[src/rtl/cae_pkg.sv]
package cae_pkg;

  typedef enum logic [3:0] {
    CC_EQ = 4'h0,
    CC_NE = 4'h1,
    CC_MI = 4'h4,
    CC_PL = 4'h5,
    CC_GE = 4'hA,
    CC_LT = 4'hB,
    CC_GT = 4'hC,
    CC_LE = 4'hD,
    CC_AL = 4'hE
  } cond_e;

  typedef enum logic [2:0] {
    OP_MOV = 3'd0,
    OP_ADD = 3'd1,
    OP_SUB = 3'd2,
    OP_RSB = 3'd3,
    OP_RSC = 3'd4
  } alu_op_e;

  typedef struct packed {
    logic n;
    logic z;
    logic c;
    logic v;
  } flags_t;

endpackage

[src/rtl/cae_cond_eval.sv]
module cae_cond_eval
  import cae_pkg::*;
(
  input  logic [3:0] cond_i,
  input  flags_t     flags_i,
  output logic       pass_o
);

  logic sign_ok;
  assign sign_ok = (flags_i.n == flags_i.v);

  always_comb begin
    case (cond_i)
      CC_EQ:   pass_o = flags_i.z;
      CC_NE:   pass_o = !flags_i.z;
      CC_MI:   pass_o = flags_i.n;
      CC_PL:   pass_o = !flags_i.n;
      CC_GE:   pass_o = sign_ok;
      CC_LT:   pass_o = !sign_ok;
      CC_GT:   pass_o = !flags_i.z && sign_ok;
      CC_LE:   pass_o = flags_i.z || !sign_ok;
      CC_AL:   pass_o = 1'b1;
      default: pass_o = 1'b0;
    endcase
  end

endmodule

[src/rtl/cae_shifter.sv]
module cae_shifter #(
  parameter int unsigned XLEN    = 32,
  parameter int unsigned SHREG_W = 8
) (
  input  logic [XLEN-1:0]    val_i,
  input  logic               asr_i,
  input  logic [SHREG_W-1:0] amt_i,
  input  logic               c_i,
  output logic [XLEN-1:0]    val_o,
  output logic               c_o
);

  // amount is saturated at XLEN; one extra bit on each side catches the carry
  localparam int unsigned CAPW = $clog2(XLEN) + 1;

  logic [CAPW-1:0]    amt_cap;
  logic               amt_over;
  logic [XLEN:0]      lsl_w;
  logic signed [XLEN:0] asr_w;

  assign amt_over = (amt_i > SHREG_W'(XLEN));
  assign amt_cap  = (amt_i >= SHREG_W'(XLEN)) ? CAPW'(XLEN) : amt_i[CAPW-1:0];
  assign lsl_w    = {1'b0, val_i} << amt_cap;
  assign asr_w    = $signed({val_i, 1'b0}) >>> amt_cap;

  always_comb begin
    if (amt_i == '0) begin
      val_o = val_i;
      c_o   = c_i;
    end else if (!asr_i) begin
      val_o = lsl_w[XLEN-1:0];
      c_o   = amt_over ? 1'b0 : lsl_w[XLEN];
    end else begin
      val_o = asr_w[XLEN:1];
      c_o   = asr_w[0];
    end
  end

endmodule

[src/rtl/cae_alu_core.sv]
module cae_alu_core
  import cae_pkg::*;
#(
  parameter int unsigned XLEN = 32
) (
  input  logic [2:0]      op_i,
  input  logic [XLEN-1:0] a_i,
  input  logic [XLEN-1:0] b_i,
  input  logic            c_i,
  input  logic            sh_c_i,
  input  logic            v_i,
  output logic [XLEN-1:0] res_o,
  output flags_t          flags_o,
  output logic            legal_o
);

  logic [XLEN-1:0] x, y;
  logic            cin;
  logic            arith;
  logic [XLEN:0]   sum;
  logic            add_v;

  // one adder; subtraction forms swap and invert the inputs
  always_comb begin
    x       = a_i;
    y       = b_i;
    cin     = 1'b0;
    arith   = 1'b1;
    legal_o = 1'b1;
    case (op_i)
      OP_MOV: arith = 1'b0;
      OP_ADD: ;
      OP_SUB: begin y = ~b_i; cin = 1'b1; end
      OP_RSB: begin x = b_i; y = ~a_i; cin = 1'b1; end
      OP_RSC: begin x = b_i; y = ~a_i; cin = c_i; end
      default: begin arith = 1'b0; legal_o = 1'b0; end
    endcase
  end

  assign sum   = {1'b0, x} + {1'b0, y} + {{XLEN{1'b0}}, cin};
  assign add_v = (x[XLEN-1] == y[XLEN-1]) && (sum[XLEN-1] != x[XLEN-1]);

  always_comb begin
    res_o     = arith ? sum[XLEN-1:0] : b_i;
    flags_o.n = res_o[XLEN-1];
    flags_o.z = (res_o == '0);
    flags_o.c = arith ? sum[XLEN] : sh_c_i;
    flags_o.v = arith ? add_v : v_i;
  end

endmodule

[src/rtl/cae_stage.sv]
module cae_stage
  import cae_pkg::*;
#(
  parameter int unsigned XLEN    = 32,
  parameter int unsigned REG_W   = 4,
  parameter int unsigned PC_IDX  = 15,
  parameter int unsigned SHIMM_W = 5,
  parameter int unsigned SHREG_W = 8
) (
  input  logic               clk_i,
  input  logic               rst_ni,
  input  logic               valid_i,
  input  logic [3:0]         cond_i,
  input  logic [2:0]         op_i,
  input  logic               set_flags_i,
  input  logic [REG_W-1:0]   rd_i,
  input  logic [XLEN-1:0]    rn_val_i,
  input  logic               op2_is_imm_i,
  input  logic [XLEN-1:0]    imm_i,
  input  logic [XLEN-1:0]    rm_val_i,
  input  logic               shift_asr_i,
  input  logic               shift_by_reg_i,
  input  logic [SHIMM_W-1:0] shift_imm_i,
  input  logic [XLEN-1:0]    rs_val_i,
  output logic               wr_en_o,
  output logic [REG_W-1:0]   wr_idx_o,
  output logic [XLEN-1:0]    result_o,
  output logic               jump_o,
  output logic [3:0]         flags_o
);

  localparam logic [REG_W-1:0] PC_SEL = REG_W'(PC_IDX);

  flags_t          flags_q, flags_d;
  logic            cond_pass;
  logic [SHREG_W-1:0] sh_amt;
  logic [XLEN-1:0] sh_val;
  logic            sh_c;
  logic [XLEN-1:0] op2;
  logic            op2_c;
  logic [XLEN-1:0] alu_res;
  logic            legal;
  logic            exec;
  logic            to_pc;
  logic            unused_rs;

  assign unused_rs = ^rs_val_i[XLEN-1:SHREG_W];

  cae_cond_eval u_cond (
    .cond_i  (cond_i),
    .flags_i (flags_q),
    .pass_o  (cond_pass)
  );

  assign sh_amt = shift_by_reg_i ? rs_val_i[SHREG_W-1:0] : SHREG_W'(shift_imm_i);

  cae_shifter #(.XLEN(XLEN), .SHREG_W(SHREG_W)) u_shift (
    .val_i (rm_val_i),
    .asr_i (shift_asr_i),
    .amt_i (sh_amt),
    .c_i   (flags_q.c),
    .val_o (sh_val),
    .c_o   (sh_c)
  );

  // immediate operand bypasses the shifter and leaves C alone
  assign op2   = op2_is_imm_i ? imm_i : sh_val;
  assign op2_c = op2_is_imm_i ? flags_q.c : sh_c;

  cae_alu_core #(.XLEN(XLEN)) u_alu (
    .op_i    (op_i),
    .a_i     (rn_val_i),
    .b_i     (op2),
    .c_i     (flags_q.c),
    .sh_c_i  (op2_c),
    .v_i     (flags_q.v),
    .res_o   (alu_res),
    .flags_o (flags_d),
    .legal_o (legal)
  );

  assign exec  = valid_i && cond_pass && legal;
  assign to_pc = (rd_i == PC_SEL);

  always_ff @(posedge clk_i or negedge rst_ni) begin
    if (!rst_ni) begin
      flags_q  <= '0;
      wr_en_o  <= 1'b0;
      jump_o   <= 1'b0;
      wr_idx_o <= '0;
      result_o <= '0;
    end else begin
      wr_en_o <= exec && !to_pc;
      jump_o  <= exec && to_pc;
      if (exec) begin
        wr_idx_o <= rd_i;
        result_o <= alu_res;
        if (set_flags_i) flags_q <= flags_d;
      end
    end
  end

  assign flags_o = flags_q;


  cond_fail_quiet_chk: assert property (@(posedge clk_i) disable iff (!rst_ni)
    (valid_i && !cond_pass) |=> (!wr_en_o && !jump_o && flags_o == $past(flags_o)));


  flags_hold_chk: assert property (@(posedge clk_i) disable iff (!rst_ni)
    !(valid_i && set_flags_i) |=> $stable(flags_o));


  jump_excl_chk: assert property (@(posedge clk_i) disable iff (!rst_ni)
    !(wr_en_o && jump_o));


  al_exec_chk: assert property (@(posedge clk_i) disable iff (!rst_ni)
    (valid_i && cond_i == CC_AL && op_i <= OP_RSC) |=> (wr_en_o || jump_o));


  mov_v_keep_chk: assert property (@(posedge clk_i) disable iff (!rst_ni)
    (valid_i && cond_pass && op_i == OP_MOV) |=> (flags_o[0] == $past(flags_o[0])));


  idle_quiet_chk: assert property (@(posedge clk_i) disable iff (!rst_ni)
    (!valid_i || op_i > OP_RSC) |=> (!wr_en_o && !jump_o && $stable(flags_o)));

endmodule

[config.mk]
export PLATFORM = sky130hd
export DESIGN_NAME = cae_stage
export DESIGN_NICKNAME = d
export VERILOG_FILES = /design/src/rtl/cae_pkg.sv /design/src/rtl/cae_cond_eval.sv /design/src/rtl/cae_shifter.sv /design/src/rtl/cae_alu_core.sv /design/src/rtl/cae_stage.sv
export SDC_FILE = /design/constraint.sdc
export NUM_CORES = 1
export LEC_CHECK = 0
export ABC_AREA = 1
export BUFFER_PORTS_ARGS = -buffer_cell sky130_fd_sc_hd__buf_2
export CORE_UTILIZATION = 29
export DETAILED_ROUTE_END_ITERATION = 12
export SYNTH_ARGS = -nofsm -noshare
export SYNTH_HDL_FRONTEND = slang
export SYNTH_HIERARCHICAL = 1
export SYNTH_SLANG_ARGS = --single-unit
[constraint.sdc]
create_clock -name clk_i -period 3.9 [get_ports clk_i]
set_clock_uncertainty 0.15 [all_clocks]
set_input_delay 0.39 -clock clk_i [delete_from_list [all_inputs] [get_ports clk_i]]
set_output_delay 0.39 -clock clk_i [all_outputs]
set_load 0.05 [all_outputs]
==> results of run 1 <==
## placed cells by master, fill, tap and decap left out, drive strengths merged, types with 2 or more instances in the layout
master / synthesis / final
nor3: 4 / 4
nand3b: 8 / 8
and2: 10 / 10
a21oi: 33 / 33
nor4: 3 / 3
bufbuf: 0 / 2
fa: 2 / 2
ha: 31 / 31
clkinv: 5 / 5
a21o: 2 / 2
inv: 252 / 252
buf: 69 / 602
o211ai: 6 / 6
nand4: 39 / 39
nand3: 348 / 348
o21ai: 122 / 122
or2: 8 / 8
clkbuf: 29 / 6
nor2: 83 / 83
dfrtp: 42 / 42
o221ai: 31 / 31
nand2: 883 / 883
## logic make-up after synthesis
| group | after synthesis | synth area share (%) |
|---|---|---|
| buffers and inverters | 355 | 14.79 |
| XOR/XNOR | 1 | 0.08614 |
| AND/OR/NAND/NOR | 1387 | 59.04 |
| multiplexers | 1 | 0.09843 |
| AO/OA/AOI/OAI | 199 | 11.44 |
| adder cells (fa/ha/maj) | 33 | 4.208 |
| flip-flops | 42 | 10.33 |
## where the power goes
group	total (mW)	switching (mW)	internal, mW
clock network	0.475	0.159	0.316
registers	0.730	0.108	0.622
logic	4.73	2.94	1.79
total	5.93	3.21	2.72
## sequential cells by signal, indices dropped and copies added (netlist names)
register  flops
flags_o       4
wr_en_o       1
jump_o        1
wr_idx_o      4
result_o     32
## through the flow
| stage | utilization, % | power, mW | setup WS [ps] | hold slack [ps] | TNS [ps] |
|---|---|---|---|---|---|
| 2_1_floorplan | - | 3.197 | -435.1 | -55.59 | -2073 |
| 3_3_place_gp | 40.40 | 4.620 | -1313 | 298.2 | -29210 |
| 3_5_place_dp | 40.40 | 4.659 | -1372 | 305.1 | -31460 |
| 4_1_cts | 47.28 | 5.737 | -667.6 | 121.2 | -10020 |
| 5_1_grt | 48.13 | 6.336 | -1068 | 175.6 | -22930 |
| 6_report | 48.13 | 5.932 | -743.0 | 91.61 | -13640 |
## worst max-delay path by stage
stage / endpoint / start / slack [ps] / depth (start not counted)
2_1_floorplan: flags_o[2] / shift_by_reg_i / -440 / 41
3_3_place_gp: flags_o[2] / shift_by_reg_i / -1310 / 40
3_5_place_dp: flags_o[2] / shift_by_reg_i / -1370 / 37
4_1_cts: flags_o[2] / shift_by_reg_i / -670 / 41
5_1_grt: flags_o[2] / rs_val_i[6] / -1070 / 42
6_report: flags_o[2] / rs_val_i[6] / -740 / 42
## per-layer routing
metal / vias to the layer above / GRT usage [%] / wire length (microns)
li1: 7553 / - / -
met1: 7160 / 34.15 / 20890
met2: 671 / 47.27 / 23440
met3: 140 / 2.095 / 3186
met4: 4 / 13.55 / 2676
met5: - / 0 / 25
## area by class of cell
cell class | instances | area [sq um] | area share, %
clock inverter | 1 | 30.03 | 0.1806
inverter | 257 | 999.7 | 6.012
multi-input combinational | 1621 | 9168 | 55.14
clock buffer | 6 | 138.9 | 0.8353
tap | 455 | 569.3 | 3.424
sequential | 42 | 1051 | 6.321
timing repair buffer | 604 | 4671 | 28.09
## worst reg2reg max path, stage by stage (launching register included)
cell     delay (ps)
dfrtp_1         400
inv_1            80
o21ai_0         130
fa_2            440
fa_2            410
nand2_2          90
nand2_4          90
nand3_4         110
nand2_8          90
nand2_4          80
nand2_4          60
nand2_2          70
nand2_1          50
nand2_1          60
nand3_1          80
nand2_2         110
nand2_1          50
nor2_1          110
nand3_1          90
nor2_1          120
nand3_1          90
nand2_1          90
## repair_timing
action | CTS | global route
resized for setup | 398 | 74
cloned | 9 | 0
hold buffers | 0 | 0
endpoints found under the setup margin | 35 | 35
pin swaps | 125 | 29
setup buffers | 83 | 10
==> reports/metrics.yaml, run 1 <==
timing.fmax_mhz: 215.4
cts_buffers: 5
max_stage_delay_ps: 410
cp.buffers_inverters: 7
synth_nets: 2202
initial_utilization_pct: 29.44
crit_type: "primary input to register"
place_congestion: 0.9867
ctsHtreeMaxLevel: 2
power_density_nw_per_um2: 356.8
setup_slack_ps: -743.0
synth_ff_type: "dfrtp_1"
nNetsFinal: 2715
synth_top_cell_area_share_pct: 31.78
grt_pass1_vias: 15030
clockBufferDepth: 2
finalHoldViolCount: 0
synthToLayoutAreaGrowth_pct: 63.50
dieArea_sq_um: 35820
drv_cap: 0
status: "complete, but fails checks"
cp-end-kind: "register"
slowest_stage: "fa_2"
vias: 15530
core_area_sq_um: 34540
synth_warnings: 6
ys_seq_area_share_pct: 10.33
pin_count: 193
synthCells: 2018
io_buffers: 168
hp-class: "primary input to async pin"
rr_startpoint: "flags_o[1]"
yosysMostFrequentCell: "nand2_1"
critPathArrivalTime_ps: 4710
max_slew.worst_pin.slew_ps: 912.1
insertion_delay_ps: 280
grt_pass1_wl_microns: 78570
min_period_ps: 4643
rsz0062_at_grt: "true"
ff2ff_setup_slack_ps: 810
path_delay_family: "simple AND/OR/NAND/NOR gates"
syn_avg_cell_area_sq_um: 5.040
relSlewSlack_pct: 39.19
grt_usage_pct: 27.37
drc: 0
yosys_register_bits: 42
critPathRequiredTime_ps: 3970
tritoncts: "done"
setup_viol: 33
leakagePower_nw: 9.156
violations: "negative setup slack"
antenna_found_initial: 2
reg2reg_to: "flags_o[2]"
start_kind: "primary input"
grt_max_degree: 61
diodes: 0
cts.sinks: 42
die_h_microns: 189.3
vdd_drop_max_v: 0.0005739
clk_pin_slew_worst_paths_ps: 60
clockRootBuffer: "clkbuf_16"
overflow: 0
synth_area_leaders: "nand2_1, nand3_1, dfrtp_1"
synthTopCellsByCount: "nand2_1, nand3_1, inv_1, o21ai_0, nor2_1"
cp_max_fo: 6
yosysUniqueCellTypes: 49
drtIter0Drc: 1310
final_cell_area_sq_um: 16630
die_x_microns: 189.3
final_max_slew_viol_count: 0
period_share_pct: 119.1
synth_edf_count: 0
r2r_cells: 21
dpl_cell_area_sq_um: 13960
fillers: 3585
viasPerCell: 5.200
postSynth.asyncResetShare_pct: 100.0
rows: 68
post_drt_wl_per_cell_microns: 16.82
place_hpwl_microns: 38230
dr.pass1.iters: 6
wirelength_microns: 50220
syn-cell-area_sq_um: 10170
cpMostUsedCell: "nand2_1"
drive_gt1_share_pct: 40.54
dp.cells: 2884
instances_no_fill: 2986
drtAntennaViolNets: 0
yosys.area.top_type: "nand2_1"
Power figures use the tool's default switching activity.
==> run 2, diff against run 1 <==
REMOVE_ABC_BUFFERS = 1   (was default)
==> reports/metrics.yaml, run 2 (synthesis gave the netlist of run 1 again) <==
hold_slack_ps: 83.66  # -7.951 ps
slowest_stage: "fa_2"
cpMostUsedCell: "nand2_1"
rows: 68  # unchanged
dpl_cell_area_sq_um: 13890  # -0.46%
critPathArrivalTime_ps: 4680  # -30 ps
dr.pass1.iters: 7  # +1
leakagePower_nw: 9.894  # +8.1%
pin_count: 193  # unchanged
clk_pin_slew_worst_paths_ps: 60  # about the same
cp_max_fo: 6  # unchanged
rr_startpoint: "flags_o[1]"
total_power_mw: 6.321  # +6.6%
drv_cap: 0  # unchanged
clockRootBuffer: "clkbuf_16"
grt_pass1_wl_microns: 81510  # +3.7%
dp.cells: 2906  # +0.76%
finalHoldViolCount: 0  # unchanged
vdd_drop_max_v: 0.0006096  # +6.2%
final_max_slew_viol_count: 0  # unchanged
io_buffers: 168  # unchanged
die_h_microns: 189.3  # unchanged
grt_pass1_vias: 15440  # +2.7%
drive_gt1_share_pct: 49.14  # +8.6 points
fin_util_pct: 53.06  # +4.9 points
grt_usage_pct: 28.43  # +1.1 points
min_period_ps: 4608  # -34.98 ps
initial_utilization_pct: 29.44  # unchanged
drtIter0Drc: 1017  # -22%
max_slew.worst_pin.slew_ps: 904.0  # -8.126 ps
clockBufferDepth: 2  # unchanged
worstSetupStartpoint: "rs_val_i[7]"
timing.fmax_mhz: 217.0  # +0.76%
ctsHtreeMaxLevel: 2  # unchanged
critPathRequiredTime_ps: 3970  # about the same
wirelength_microns: 52650  # +4.8%
hp-class: "primary input to async pin"
rsz0062_at_grt: "true"
diodes: 0  # unchanged
status: "complete, but fails checks"
antenna_found_initial: 0  # -2
final_cell_mix: "nand2_1, buf_4, nand3_1"
period_share_pct: 118.2  # -0.90 points
vias: 15840  # +2.0%
max_stage_delay_ps: 420  # about the same
start_kind: "primary input"
cp.buffers_inverters: 7  # unchanged
insertion_delay_ps: 280  # about the same
drc: 0  # unchanged
cts.sinks: 42  # unchanged
largest_reg_flops: 32  # unchanged
die_x_microns: 189.3  # unchanged
regMostFlops: "result_o"
post_drt_wl_per_cell_microns: 17.18  # +2.2%
cp-end-kind: "register"
power_density_nw_per_um2: 344.9  # -3.3%
relSlewSlack_pct: 39.73  # +0.54 points
drtAntennaViolNets: 0  # unchanged
grt_max_degree: 59  # -3.3%
synthToLayoutAreaGrowth_pct: 80.22
tritoncts: "done"
place_congestion: 0.9680  # -1.9%
layout.cells.most_common: "nand2_1"
fillers: 3372  # -5.9%
dieArea_sq_um: 35820  # unchanged
viasPerCell: 5.170  # -0.58%
place_hpwl_microns: 39640  # +3.7%
hold_buffers: 0  # unchanged
cts_buffers: 5  # unchanged
violations: "negative setup slack"
instances_no_fill: 3064  # +2.6%
crit_type: "primary input to register"
path_delay_family: "simple AND/OR/NAND/NOR gates"
setup_slack_ps: -708.0  # +34.99 ps
core_area_sq_um: 34540  # unchanged
setup_viol: 34  # +3.0%
final_cell_area_sq_um: 18330  # +10%
nNetsFinal: 2792  # +2.8%
overflow: 0  # unchanged
## run 2: changes by cell type in the layout (fill, tap and decap cells not counted), sizes merged
cell	delta
clkinvlp	+1
bufbuf	+2
buf	+75
## run 2: where the power goes
group / switching, mW / internal (mW) / leakage (nW)
Sequential: 0.110 / 0.622 / 0.533
Combinational: 3.09 / 2.04 / 9.28
Clock: 0.161 / 0.302 / 0.0771
## run 2: final timing paths
kind	to	slack [ps]	cells past startpoint
worst max-delay path	flags_o[2]	-710	42
worst max register to register	flags_o[2]	980	20
worst min-delay path	result_o[6]	80	1
max in group asynchronous	result_o[20]	2950	1
worst min register to register	result_o[28]	310	2
min in group clk_i	wr_idx_o[1]	180	3
## run 2: final cells by class
cell class                 instances  area [sq um]  share of cell area, %
multi-input combinational       1621         10140                  55.30
timing repair buffer             681          5396                  29.44
sequential                        42          1051                  5.735
inverter                         257          1008                  5.502
tap                              455         569.3                  3.106
clock buffer                       6         128.9                 0.7032
clock inverter                     2         37.54                 0.2048
## run 2: worst reg2reg max path: cells and delay by family (launching register included)
| kind | cells | cell delay [ps] |
|---|---|---|
| AO/OA/AOI/OAI | 1 | 120 |
| adder cells (fa/ha/maj) | 2 | 770 |
| buffers and inverters | 2 | 200 |
| flip-flops | 1 | 390 |
| AND/OR/NAND/NOR | 15 | 1240 |
## run 2: metal layers
layer,vias up,track usage (%),part of all wire [%]
met5,-,0,0
met4,0,15.79,6.3
met3,181,2.020,5.0
met2,623,51.78,49
met1,7351,32.81,39
li1,7686,-,-
## run 2: timing repair
| item | 4_1_cts | 5_1_grt |
|---|---|---|
| buffers inserted | 103 | 38 |
| hold endpoints to repair | 0 | 0 |
| endpoints found under the setup margin | 35 | 35 |
| pin swaps | 187 | 136 |
| gates cloned | 12 | 0 |
| gates resized for setup | 638 | 160 |
## run 2: per-stage QoR
step / TNS (ps) / worst slack (ps)
after CTS: -8154 / -558.1
final: -13290 / -708.0
after global placement: -33810 / -1420
after global routing: -20760 / -1003
after floorplan: -66010 / -2457
after detailed placement: -36960 / -1447
